<file path="config.mk">
export PLATFORM = sky130hd
export DESIGN_NAME = wdog_unit_timer
export DESIGN_NICKNAME = d
export VERILOG_FILES = /design/src/rtl/wdog_pkg.sv /design/src/rtl/wdog_regs.sv /design/src/rtl/wdog_tbase.sv /design/src/rtl/wdog_core.sv /design/src/rtl/wdog_pulse.sv /design/src/rtl/wdog_unit_timer.sv
export SDC_FILE = /design/constraint.sdc
export NUM_CORES = 1
export LEC_CHECK = 0
export BUFFER_PORTS_ARGS = -buffer_cell sky130_fd_sc_hd__buf_4
export CAP_MARGIN = 40
export CORE_MARGIN = 2
export CORE_UTILIZATION = 42
export DETAILED_ROUTE_END_ITERATION = 8
export PLACE_DENSITY = 0.63
export SYNTH_ARGS = -nofsm -noshare
export SYNTH_HDL_FRONTEND = slang
export SYNTH_SLANG_ARGS = --single-unit
export TNS_END_PERCENT = 1
</file>
<file path="constraint.sdc">
create_clock -name clk -period 3.8 [get_ports clk]
set_input_delay 0.57 -clock clk [delete_from_list [all_inputs] [get_ports clk]]
set_output_delay 0.57 -clock clk [all_outputs]
set_load 0.02 [all_outputs]
</file>
<file path="src/rtl/wdog_pkg.sv">
package wdog_pkg;
   localparam logic [7:0] ADR_CTRL = 8'h71;
   localparam logic [7:0] ADR_CFG  = 8'h72;
   localparam logic [7:0] ADR_VLO  = 8'h73;
   localparam logic [7:0] ADR_VHI  = 8'h74;

   localparam int CB_SEC = 7;
   localparam int CB_KBD = 6;
   localparam int CB_STS = 5;
   localparam int CB_PG  = 4;

   typedef struct packed {
      logic       sec_mode;
      logic       kbd_en;
      logic       pg_en;
      logic [3:0] irq_sel;
   } wd_cfg_t;
endpackage

</file>
<file path="src/rtl/wdog_regs.sv">
module wdog_regs
   import wdog_pkg::*;
#(
   parameter int CNT_W = 16
) (
   input  logic             clk,
   input  logic             rst_n,
   input  logic             wr,
   input  logic [7:0]       addr,
   input  logic [7:0]       wdata,
   input  logic             expire,
   output logic [7:0]       rdata,
   output wd_cfg_t          cfg,
   output logic             reload,
   output logic [CNT_W-1:0] reload_val
);
   logic [7:0] ctrl_q, vlo_q, vhi_q;
   wd_cfg_t    cfg_q;
   logic       sts_q;
   logic [15:0] joined;

   wire wr_ctrl = wr && (addr == ADR_CTRL);
   wire wr_cfg  = wr && (addr == ADR_CFG);
   wire wr_vlo  = wr && (addr == ADR_VLO);
   wire wr_vhi  = wr && (addr == ADR_VHI);

   always_ff @(posedge clk or negedge rst_n) begin
      if (!rst_n) begin
         ctrl_q <= '0;
         vlo_q  <= '0;
         vhi_q  <= '0;
         cfg_q  <= '0;
      end else begin
         if (wr_ctrl) ctrl_q <= wdata;
         if (wr_vlo)  vlo_q  <= wdata;
         if (wr_vhi)  vhi_q  <= wdata;
         if (wr_cfg)  cfg_q  <= '{sec_mode: wdata[CB_SEC], kbd_en: wdata[CB_KBD],
                                  pg_en: wdata[CB_PG], irq_sel: wdata[3:0]};
      end
   end

   always_ff @(posedge clk or negedge rst_n) begin
      if (!rst_n)                      sts_q <= 1'b0;
      else if (expire)                 sts_q <= 1'b1;
      else if (wr_cfg && wdata[CB_STS]) sts_q <= 1'b0;
   end

   assign joined     = {vhi_q, wdata};
   assign reload     = wr_vlo;
   assign reload_val = joined[CNT_W-1:0];
   assign cfg        = cfg_q;

   always_comb begin
      unique case (addr)
         ADR_CTRL: rdata = ctrl_q;
         ADR_CFG:  rdata = {cfg_q.sec_mode, cfg_q.kbd_en, sts_q, cfg_q.pg_en, cfg_q.irq_sel};
         ADR_VLO:  rdata = vlo_q;
         ADR_VHI:  rdata = vhi_q;
         default:  rdata = 8'h00;
      endcase
   end

   AST_STS_SETS: assert property (@(posedge clk) disable iff (!rst_n)
      expire |=> sts_q);
   AST_STS_KEEPS: assert property (@(posedge clk) disable iff (!rst_n)
      (sts_q && !(wr_cfg && wdata[CB_STS])) |=> sts_q);
endmodule

</file>
<file path="src/rtl/wdog_tbase.sv">
module wdog_tbase #(
   parameter int MIN_DIV = 60
) (
   input  logic clk,
   input  logic rst_n,
   input  logic tick_1s,
   input  logic sec_mode,
   input  logic run,
   input  logic clr,
   output logic unit_tick
);
   generate
      if (MIN_DIV > 1) begin : g_div
         localparam int PW = $clog2(MIN_DIV);
         localparam logic [PW-1:0] LAST = PW'(MIN_DIV - 1);
         logic [PW-1:0] pre_q;
         wire wrap = (pre_q == LAST);

         always_ff @(posedge clk or negedge rst_n) begin
            if (!rst_n)            pre_q <= '0;
            else if (clr || !run)  pre_q <= '0;
            else if (tick_1s)      pre_q <= wrap ? '0 : pre_q + 1'b1;
         end

         assign unit_tick = tick_1s && (sec_mode || wrap);

         AST_PRE_RANGE: assert property (@(posedge clk) disable iff (!rst_n)
            pre_q <= LAST);
      end else begin : g_pass
         assign unit_tick = tick_1s;
      end
   endgenerate
endmodule

</file>
<file path="src/rtl/wdog_core.sv">
module wdog_core #(
   parameter int CNT_W = 16
) (
   input  logic             clk,
   input  logic             rst_n,
   input  logic             reload,
   input  logic [CNT_W-1:0] reload_val,
   input  logic             unit_tick,
   output logic             expire,
   output logic             running
);
   localparam logic [CNT_W-1:0] ONE = CNT_W'(1);
   logic [CNT_W-1:0] cnt_q;

   always_ff @(posedge clk or negedge rst_n) begin
      if (!rst_n)                       cnt_q <= '0;
      else if (reload)                  cnt_q <= reload_val;
      else if (unit_tick && running)    cnt_q <= cnt_q - ONE;
   end

   assign running = (cnt_q != '0);
   assign expire  = unit_tick && !reload && (cnt_q == ONE);

   AST_RELOAD_LOADS: assert property (@(posedge clk) disable iff (!rst_n)
      reload |=> (cnt_q == $past(reload_val)));
   AST_ZERO_HOLDS: assert property (@(posedge clk) disable iff (!rst_n)
      (!running && !reload) |=> !running);
   AST_EXPIRE_ZERO: assert property (@(posedge clk) disable iff (!rst_n)
      expire |=> !running);
endmodule

</file>
<file path="src/rtl/wdog_pulse.sv">
module wdog_pulse #(
   parameter int PULSE_CYC = 16
) (
   input  logic clk,
   input  logic rst_n,
   input  logic trig,
   output logic active
);
   localparam int CW = $clog2(PULSE_CYC + 1);
   localparam logic [CW-1:0] FULL = CW'(PULSE_CYC);
   logic [CW-1:0] left_q;

   always_ff @(posedge clk or negedge rst_n) begin
      if (!rst_n)              left_q <= '0;
      else if (trig)           left_q <= FULL;
      else if (left_q != '0)   left_q <= left_q - 1'b1;
   end

   assign active = (left_q != '0);

   AST_PULSE_START: assert property (@(posedge clk) disable iff (!rst_n)
      trig |=> active);
   AST_PULSE_QUIET: assert property (@(posedge clk) disable iff (!rst_n)
      (!trig && !active) |=> !active);
endmodule

</file>
<file path="src/rtl/wdog_unit_timer.sv">
module wdog_unit_timer
   import wdog_pkg::*;
#(
   parameter int CNT_W     = 16,
   parameter int MIN_DIV   = 60,
   parameter int PULSE_CYC = 16
) (
   input  logic       clk,
   input  logic       rst_n,
   input  logic       reg_wr,
   input  logic [7:0] reg_addr,
   input  logic [7:0] reg_wdata,
   output logic [7:0] reg_rdata,
   input  logic       tick_1s,
   output logic       kbd_rst_o,
   output logic       pwr_good_o
);
   generate
      if (CNT_W < 9 || CNT_W > 16) begin : g_bad_width
         initial $error("CNT_W must lie in 9..16");
      end
      if (MIN_DIV < 1 || PULSE_CYC < 1) begin : g_bad_count
         initial $error("MIN_DIV and PULSE_CYC must be positive");
      end
   endgenerate

   wd_cfg_t          cfg;
   logic             reload, expire, running, unit_tick;
   logic [CNT_W-1:0] reload_val;
   logic             kbd_act, pg_act;

   wdog_regs #(.CNT_W(CNT_W)) u_regs (
      .clk(clk), .rst_n(rst_n), .wr(reg_wr), .addr(reg_addr), .wdata(reg_wdata),
      .expire(expire), .rdata(reg_rdata), .cfg(cfg), .reload(reload),
      .reload_val(reload_val));

   wdog_tbase #(.MIN_DIV(MIN_DIV)) u_tbase (
      .clk(clk), .rst_n(rst_n), .tick_1s(tick_1s), .sec_mode(cfg.sec_mode),
      .run(running), .clr(reload), .unit_tick(unit_tick));

   wdog_core #(.CNT_W(CNT_W)) u_core (
      .clk(clk), .rst_n(rst_n), .reload(reload), .reload_val(reload_val),
      .unit_tick(unit_tick), .expire(expire), .running(running));

   wdog_pulse #(.PULSE_CYC(PULSE_CYC)) u_kbd (
      .clk(clk), .rst_n(rst_n), .trig(expire && cfg.kbd_en), .active(kbd_act));

   wdog_pulse #(.PULSE_CYC(PULSE_CYC)) u_pg (
      .clk(clk), .rst_n(rst_n), .trig(expire && cfg.pg_en), .active(pg_act));

   assign kbd_rst_o  = kbd_act;
   assign pwr_good_o = !pg_act;

   AST_QUIET_WHEN_IDLE: assert property (@(posedge clk) disable iff (!rst_n)
      (!running && !kbd_rst_o && !reload) |=> !kbd_rst_o);
endmodule

</file>
Yosys cells after proc, flatten, opt, wreduce, memory -nomap -nowiden
Index checks and enable logic that the tools add are counted.

Logic and storage cells: 58. Bits in registers: 64. Input bits: 20. Output and inout port bits: 10.

Mux-type cells: 12. Equality and inequality tests: 6. Reduce and logical (&&, ||, !) cells: 24. Add/subtract/negate cells: 4.

Operators by type and width (count): $eq A8 B7 Y1 const B (4); $mux W16 (2); $pmux W8 S4 (1); $mux W5 (4); $mux W6 (3); $eq A16 B1 Y1 const B (1); $reduce_bool A16 Y1 (1); $sub A16 B1 Y16 const B (1); $logic_and A1 B1 Y1 (11); $reduce_bool A2 Y1 (5); $reduce_bool A5 Y1 (2); $sub A5 B1 Y5 const B (2); $add A6 B1 Y6 const B (1); $eq A6 B6 Y1 const B (1); $logic_not A1 Y1 (3); $logic_or A1 B1 Y1 (2); $mux W1 (2).

Depth between registers and ports, before layout
Gate-level depths: netlist (run 1).

Word-level depth: 7. Depth in mapped cells: 7.

Modules after synthesis
A second synthesis (run 1) with hierarchy kept.

Cell total of the unflattened synthesis: 368. Area, all modules: 3718.6 um2.

Modules (own cells, without submodules): wdog_regs (area an instance 1694.1 um2, cells an instance 141, instances 1); wdog_core (area an instance 1143.6 um2, cells an instance 134, instances 1); wdog_pulse (area an instance 261.5 um2, cells an instance 25, instances 2); wdog_tbase (area an instance 341.6 um2, cells an instance 40, instances 1); wdog_unit_timer (area an instance 16.3 um2, cells an instance 3, instances 1).

Worst setup path before layout (run 1)
No wires, ideal clock.

Path type: in2out. Start: input reg_addr[3]. End: output reg_rdata[0]. Setup slack: 1.212 ns. Arrival: 2.018 ns. Required time: 3.230 ns. Cell stages on the path: 4. Cells stage by stage: or3b_2 nor3_1 a22o_1 a221o_1.

Cells in the longest elaborated chain, start to end: 2. Elaborated cells between the ends (all ways): 5. Those cells by class: eq/ne: 4; mux: 1.

Ends and longest elaborated chain: start: declaration (line wdog_unit_timer.sv:11) `input logic [7:0] reg_addr,`; $eq A8 B7 Y1 (line wdog_regs.sv:54) `unique case (addr)`; $pmux W8 S4 (*) (line wdog_regs.sv:54); end: declaration (line wdog_unit_timer.sv:13) `output logic [7:0] reg_rdata,`.

Mark *: on every way between the ends. The rest lies on a longest branch, timed or not.

Worst setup path after layout (run 1)
Start: register u_core.cnt_q[2]. End: register u_core.cnt_q[12].

Cells in the longest elaborated chain, start to end: 3. Elaborated cells between the ends (all ways): 6. Those cells by class: add/sub: 1; mux: 2; reduce/logical: 3.

Ends and longest elaborated chain: start: declaration (line wdog_core.sv:13) `logic [CNT_W-1:0] cnt_q;`; start signal: assignment (line wdog_core.sv:17) `else if (reload) cnt_q <= reload_val;`; start signal: assignment (line wdog_core.sv:18) `else if (unit_tick && running) cnt_q <= cnt_q - ONE;`; $sub A16 B1 Y16 / $reduce_bool A16 Y1 (equally long branches) (line wdog_core.sv:18, wdog_core.sv:21); $mux W16 / $logic_and A1 B1 Y1 (equally long branches) (line wdog_core.sv:18); $mux W16 / $reduce_bool A2 Y1 (equally long branches).

Several ways; a longest one is shown, not always the timed one. The select of a mux whose other input is x is not followed. A chain may end at the register's enable or synchronous reset.

==> results of run 1 <==
==> sequential cells by signal, indices dropped and copies added, names as in the netlist <==
name                 flops
u_regs.vhi_q             8
u_regs.sts_q             1
u_regs.ctrl_q            8
u_regs.vlo_q             8
u_kbd.left_q             5
u_tbase.g_div.pre_q      6
u_regs.cfg               7
u_core.cnt_q            16
u_pg.left_q              5
==> synthesized netlist by cell type <==
library cell	count
mux2_2	23
nand3b_1	1
nor2_1	34
and2_1	4
nand2_1	44
or4_1	1
or4b_4	1
mux2i_1	2
dfrtp_1	64
xnor2_1	12
o211ai_1	2
o31ai_1	1
xor2_1	8
a31oi_1	2
buf_1	1
or4_4	1
or3_1	1
o21a_1	1
clkbuf_1	6
a21oi_1	7
ha_1	5
a22o_1	8
nand3_1	6
o21ai_1	1
inv_1	11
a21o_1	4
buf_2	1
nand4_1	3
nor4b_2	1
nor4_4	1
o21ai_0	11
or3b_2	1
nor4_1	4
or4_2	3
o41ai_1	1
a221o_1	8
nand4b_1	4
and3b_1	1
nor3_1	11
==> worst register-to-register path: cells and delay by family (launching register included) <==
kind             cells  cell delay, ns
AO/OA/AOI/OAI        1            0.07
XOR/XNOR             1            0.15
AND/OR/NAND/NOR      4            1.87
flip-flops           1            0.42
==> power by group <==
group	internal [mW]	switching, mW
sequential	0.829	0.133
clock	0.436	0.274
combinational	0.258	0.317
total	1.52	0.724
==> metal layers <==
layer | share of wire (%) | vias to the layer above | track usage [%]
met5 | 0 | - | 0
met4 | 0.85 | 0 | 5.90
met3 | 4.1 | 6 | 6.09
met2 | 47 | 53 | 28.9
met1 | 48 | 1152 | 25.2
li1 | - | 1145 | -
==> metrics by stage <==
stage / hold WS [ns] / setup WS, ns / utilization, % / area (µm²) / power, mW
after floorplan: 0.274 / 1.21 / - / 3130 / 1.39
after global placement: 0.454 / 1.23 / 48.1 / 3470 / 1.53
after detailed placement: 0.464 / 1.19 / 48.1 / 3470 / 1.55
after CTS: 0.334 / 1.18 / 51.5 / 3720 / 2.27
after global routing: 0.390 / 0.985 / 51.5 / 3720 / 2.41
final: 0.303 / 1.19 / 51.5 / 3720 / 2.25
==> cell usage in the layout, fill, tap and decap left out, drive strengths merged <==
cell type / instances
nand4: 3
xor2: 8
nand3b: 1
o21a: 1
or3: 1
buf: 34
mux2i: 2
inv: 11
a31oi: 2
or4b: 1
o211ai: 2
xnor2: 12
mux2: 23
a221o: 8
bufinv: 3
nor4b: 1
and2: 4
o31ai: 1
nor4: 5
clkinv: 3
clkbuf: 9
nor2: 34
nand4b: 4
nand3: 6
a22o: 8
o41ai: 1
or3b: 1
nor3: 11
dfrtp: 64
or4: 5
and3b: 1
clkinvlp: 1
o21ai: 12
a21o: 4
ha: 5
a21oi: 7
nand2: 44
==> final cells by class <==
class                   count  area (µm²)  share of cell area [%]
repair buffers             34         255                    6.87
inverters                  11        41.3                    1.11
flip-flops and latches     64        1600                    43.1
well taps                  99         124                    3.33
multi-input cells         218        1450                    39.0
clock buffers               9         124                    3.33
clock inverters             7         120                    3.23
==> path summary, 6_finish.rpt <==
path | startpoint | slack (ns) | depth (start not counted) | to
worst min register to register | u_regs.vlo_q[5] | 0.48 | 2 | u_regs.vlo_q[5]
worst min-delay path | rst_n | 0.30 | 1 | u_tbase.g_div.pre_q[4]
max in group asynchronous | rst_n | 2.97 | 1 | u_core.cnt_q[8]
worst max-delay path | u_core.cnt_q[2] | 1.19 | 6 | u_core.cnt_q[12]
worst max register to register | u_core.cnt_q[2] | 1.19 | 6 | u_core.cnt_q[12]
min in group clk | reg_wdata[2] | 0.47 | 3 | u_regs.vlo_q[2]
==> kinds of logic after synthesis <==
| group | synth area share (%) |
|---|---|
| xor gates and xnor gates | 5.60 |
| muxes | 8.93 |
| buffers and inverters | 2.32 |
| adders and majority gates | 2.00 |
| and+or+nand+nor | 19.5 |
| DFF | 51.2 |
| AOI/OAI and AO/OA | 10.4 |
==> metrics, run 1 <==
area of the core 0.00721 mm²; Worst Setup Start Kind flip-flop; Die ar. 0.00815 mm²; Syn Inst Count 301; Port-buffer cells 29; share of cells above drive strength 1 23.6%; mapped cell area 0.00313 mm²; Post-CTS Resized 0; max-slew violations 0; Max Root-Sink Buffers 2; drt total wl 6.95 mm; Cell Count, Final, Fillers Out 442; Cell Chain, Critical Path or4_1, or4_4, or4b_4, nor4_4, xnor2_1, o21ai_1; CTS Buf Count 9; maximum vdd ir drop 0.291 mV; final net count 363; max cap viols 0; vias 2356; DRT iter0 DRCs 70; Critical Path Fanout Max 7; HP Class in -> async; CTS tree built; post-CTS setup buffers 0; CTS sink count 64; Chip Height 90.3 µm; Max-slew headroom 46.9%; Worst EP arrival 2.84 ns; post-synth top area share 51.2%; first-pass GRT wire length 11.9 mm; Critical Path Slowest Stage Cell or4_1; Mean Syn Cell Area 10.4 µm²; hold_buf cts 0; largest net degree at the start of global routing 65; H-tree level count 3; yosys warns 0; Synth Net Count 326; fmax 0.384 GHz; worst skew pair latency 0.35 ns; Final min period 2.61 ns; Yosys reg bits 64; critical path type reg -> reg; Fillers 703; Layout area overhead 18.9%; top area cells in the synthesized netlist dfrtp_1 51%, mux2_2 8.3%, nand2_1 5.3%, nor2_1 4.1%, xnor2_1 3.4%; Power Density 605 mW/mm²; unrepaired setup endpoints after global routing false; clk slew on worst S/H paths 0.07 ns; # diodes 0; Final Hold Viols 0; Crit. End Element flip-flop; clock root cell clkbuf_8; row cnt 31; Post-DP HPWL 4.86 mm; CP max stage delay 0.65 ns; worst path buffer plus inverter count 0; post-route setup TNS 0 ns; Yosys top cell by area dfrtp_1; Critical Path RT 4.03 ns; Slew @ Worst Pin 0.797 ns; post-route clock period utilization 68.6%; vias in the first global route 2401; number of different library cells in the post-synthesis netlist 39; Final ANT Viol Nets 0; Clock Skew 0.0105 ns; WL/cell 15.7 µm; Congestion Overflow GR 0; DRC 0; placed insts 426; gr usage total 18.7%; final setup fails 0; IO Pins 30; chip width 90.3 µm; initial antenna violation count 0; Via-to-Cell Ratio 5.33; CP delay by family, top simple AND/OR/NAND/NOR gates; drt first pass iters 4; Initial Util 43.3%; status finished, final reports clean; Seq/Total Area, Yosys 51.2%; GP Congestion 0.857; Leak Pwr 1.78 nW
Note: power is estimated with default switching activity, not from simulation.
==> run 2: changes to the inputs <==
- clock period: 3.8 -> 2.4 ns (I/O delays scaled with it)
==> metrics, run 2 (same netlist as run 1, synthesis figures left out) <==
IO Pins 30; Biggest register u_core.cnt_q; Final Hold Viols 0; Critical Path Slowest Stage Cell or4b_4; vias in the first global route 2466; Final min period 2.40 ns; Crit. End Element flip-flop; Leak Pwr 1.86 nW; hold_buf cts 0; failing checks negative setup slack; Clock Skew 0.00765 ns; Worst Setup Start Kind flip-flop; most common cell after layout, fill and taps aside dfrtp_1; number of flip-flops in the largest register 16; CTS Buf Count 9; status finished, violations left; r2r setup slk -0.001 ns; Max-slew headroom 47.2%; WHS 0.0922 ns; critical path type reg -> reg; post-route setup TNS -0.00127 ns; Port-buffer cells 29; Via-to-Cell Ratio 5.40; post-CTS setup buffers 0; final setup fails 1; drt total wl 7.08 mm; initial antenna violation count 0; Power Density 955 mW/mm²; Die ar. 0.00815 mm²; max cap viols 0; area of the core 0.00721 mm²; Cell Chain, Critical Path or4_4, or4_4, or4b_4, nor4_4, xnor2_1, o21ai_1; worst r2r path cells 6; Final ANT Viol Nets 0; Critical Path RT 2.62 ns; unrepaired setup endpoints after global routing true; DRC 0; Chip Height 90.3 µm; first-pass GRT wire length 12.1 mm; row cnt 31; chip width 90.3 µm; WL/cell 15.6 µm; GP Congestion 0.836; largest net degree at the start of global routing 65; max-slew violations 0; Critical R2R Capture u_core.cnt_q[12]; Congestion Overflow GR 0; final net count 377; Layout area overhead 23.1%; most frequent cells in the layout 64 x dfrtp_1, 47 x buf_4, 44 x nand2_1; Worst EP arrival 2.63 ns; Critical Path Fanout Max 3; vias 2455; worst skew pair latency 0.34 ns; post-route clock period utilization 100%; min setup slack post-route -0.00127 ns; CTS sink count 64; H-tree level count 3; share of cells above drive strength 1 27.5%; maximum vdd ir drop 0.653 mV; gr usage total 19.0%; CP most frequent cell or4_4; Post-DP HPWL 5.03 mm; # diodes 0; Slew @ Worst Pin 0.792 ns; DRT iter0 DRCs 107; drt first pass iters 4; CTS tree built; r2r startpoint u_core.cnt_q[5]; clk slew on worst S/H paths 0.07 ns; Critical Path End u_core.cnt_q[12]; Initial Util 43.3%; clock root cell clkbuf_8; fmax 0.416 GHz; crit path launch u_core.cnt_q[5]; HP Class in -> async; CP max stage delay 0.56 ns; Max Root-Sink Buffers 2
==> run 2: cell count changes in the layout (fill, tap and decap cells not counted), sizes merged <==
cell / before / now
clkbuf: 9 / 13
bufinv: 3 / 2
buf: 34 / 48
clkinv: 3 / 0
clkinvlp: 1 / 0
==> run 2: timing repair <==
action                                 4_1_cts  5_1_grt
gates cloned                                 0        0
setup endpoints to repair                    2       10
pin swaps                                    1        0
endpoints found under the hold margin        0        0
resized for setup                            1        3
==> run 2: layout make-up <==
type | instances | area, µm²
fillers | 686 | 3370
flip-flops and latches | 64 | 1600
multi-input cells | 218 | 1470
repair buffers | 48 | 373
clock buffers | 13 | 179
well taps | 99 | 124
clock inverters | 2 | 60.1
inverters | 11 | 41.3
==> run 2: routing by layer <==
layer	vias to the layer above	track usage [%]	wire length (µm)
met5	-	0	0
met4	0	7.56	135
met3	10	5.76	364
met2	61	29.6	3260
met1	1207	25.0	3320
li1	1177	-	-
==> run 2: power by group <==
part           internal, mW  leakage (nW)  switching (mW)  total [mW]
logic                 0.519         0.880           0.546        1.06
clock network         0.693         0.122           0.397        1.09
registers              1.31         0.855           0.203        1.52
==> run 2: per-stage QoR <==
| step | setup slack (ns) | instances | total power [mW] | util [%] | cell area, µm² |
|---|---|---|---|---|---|
| after floorplan | -0.0979 | 301 | 2.23 | - | 3130 |
| after global placement | 0.00925 | 440 | 2.55 | 49.8 | 3590 |
| after detailed placement | -0.0164 | 440 | 2.59 | 49.8 | 3590 |
| after CTS | -0.00210 | 455 | 3.71 | 53.1 | 3830 |
| after global routing | -0.101 | 455 | 3.92 | 53.3 | 3850 |
| final | -0.00127 | 455 | 3.67 | 53.3 | 3850 |
==> run 2: worst min-delay path by stage <==
stage	end	slack (ns)	cells past startpoint
6_report	u_tbase.g_div.pre_q[4]	0.09	1
5_1_grt	u_tbase.g_div.pre_q[4]	0.16	1
4_1_cts	u_tbase.g_div.pre_q[4]	0.14	1
3_5_place_dp	u_regs.vlo_q[5]	0.46	2
3_3_place_gp	u_regs.vlo_q[7]	0.45	2
2_1_floorplan	u_core.cnt_q[0]	0.06	0
==> run 2: critical path, delay by kind of cell (launching register included) <==
kind / cells / cell delay [ns]
AOI/OAI and AO/OA: 1 / 0.07
and+or+nand+nor: 4 / 1.69
DFF: 1 / 0.39
xor gates and xnor gates: 1 / 0.15
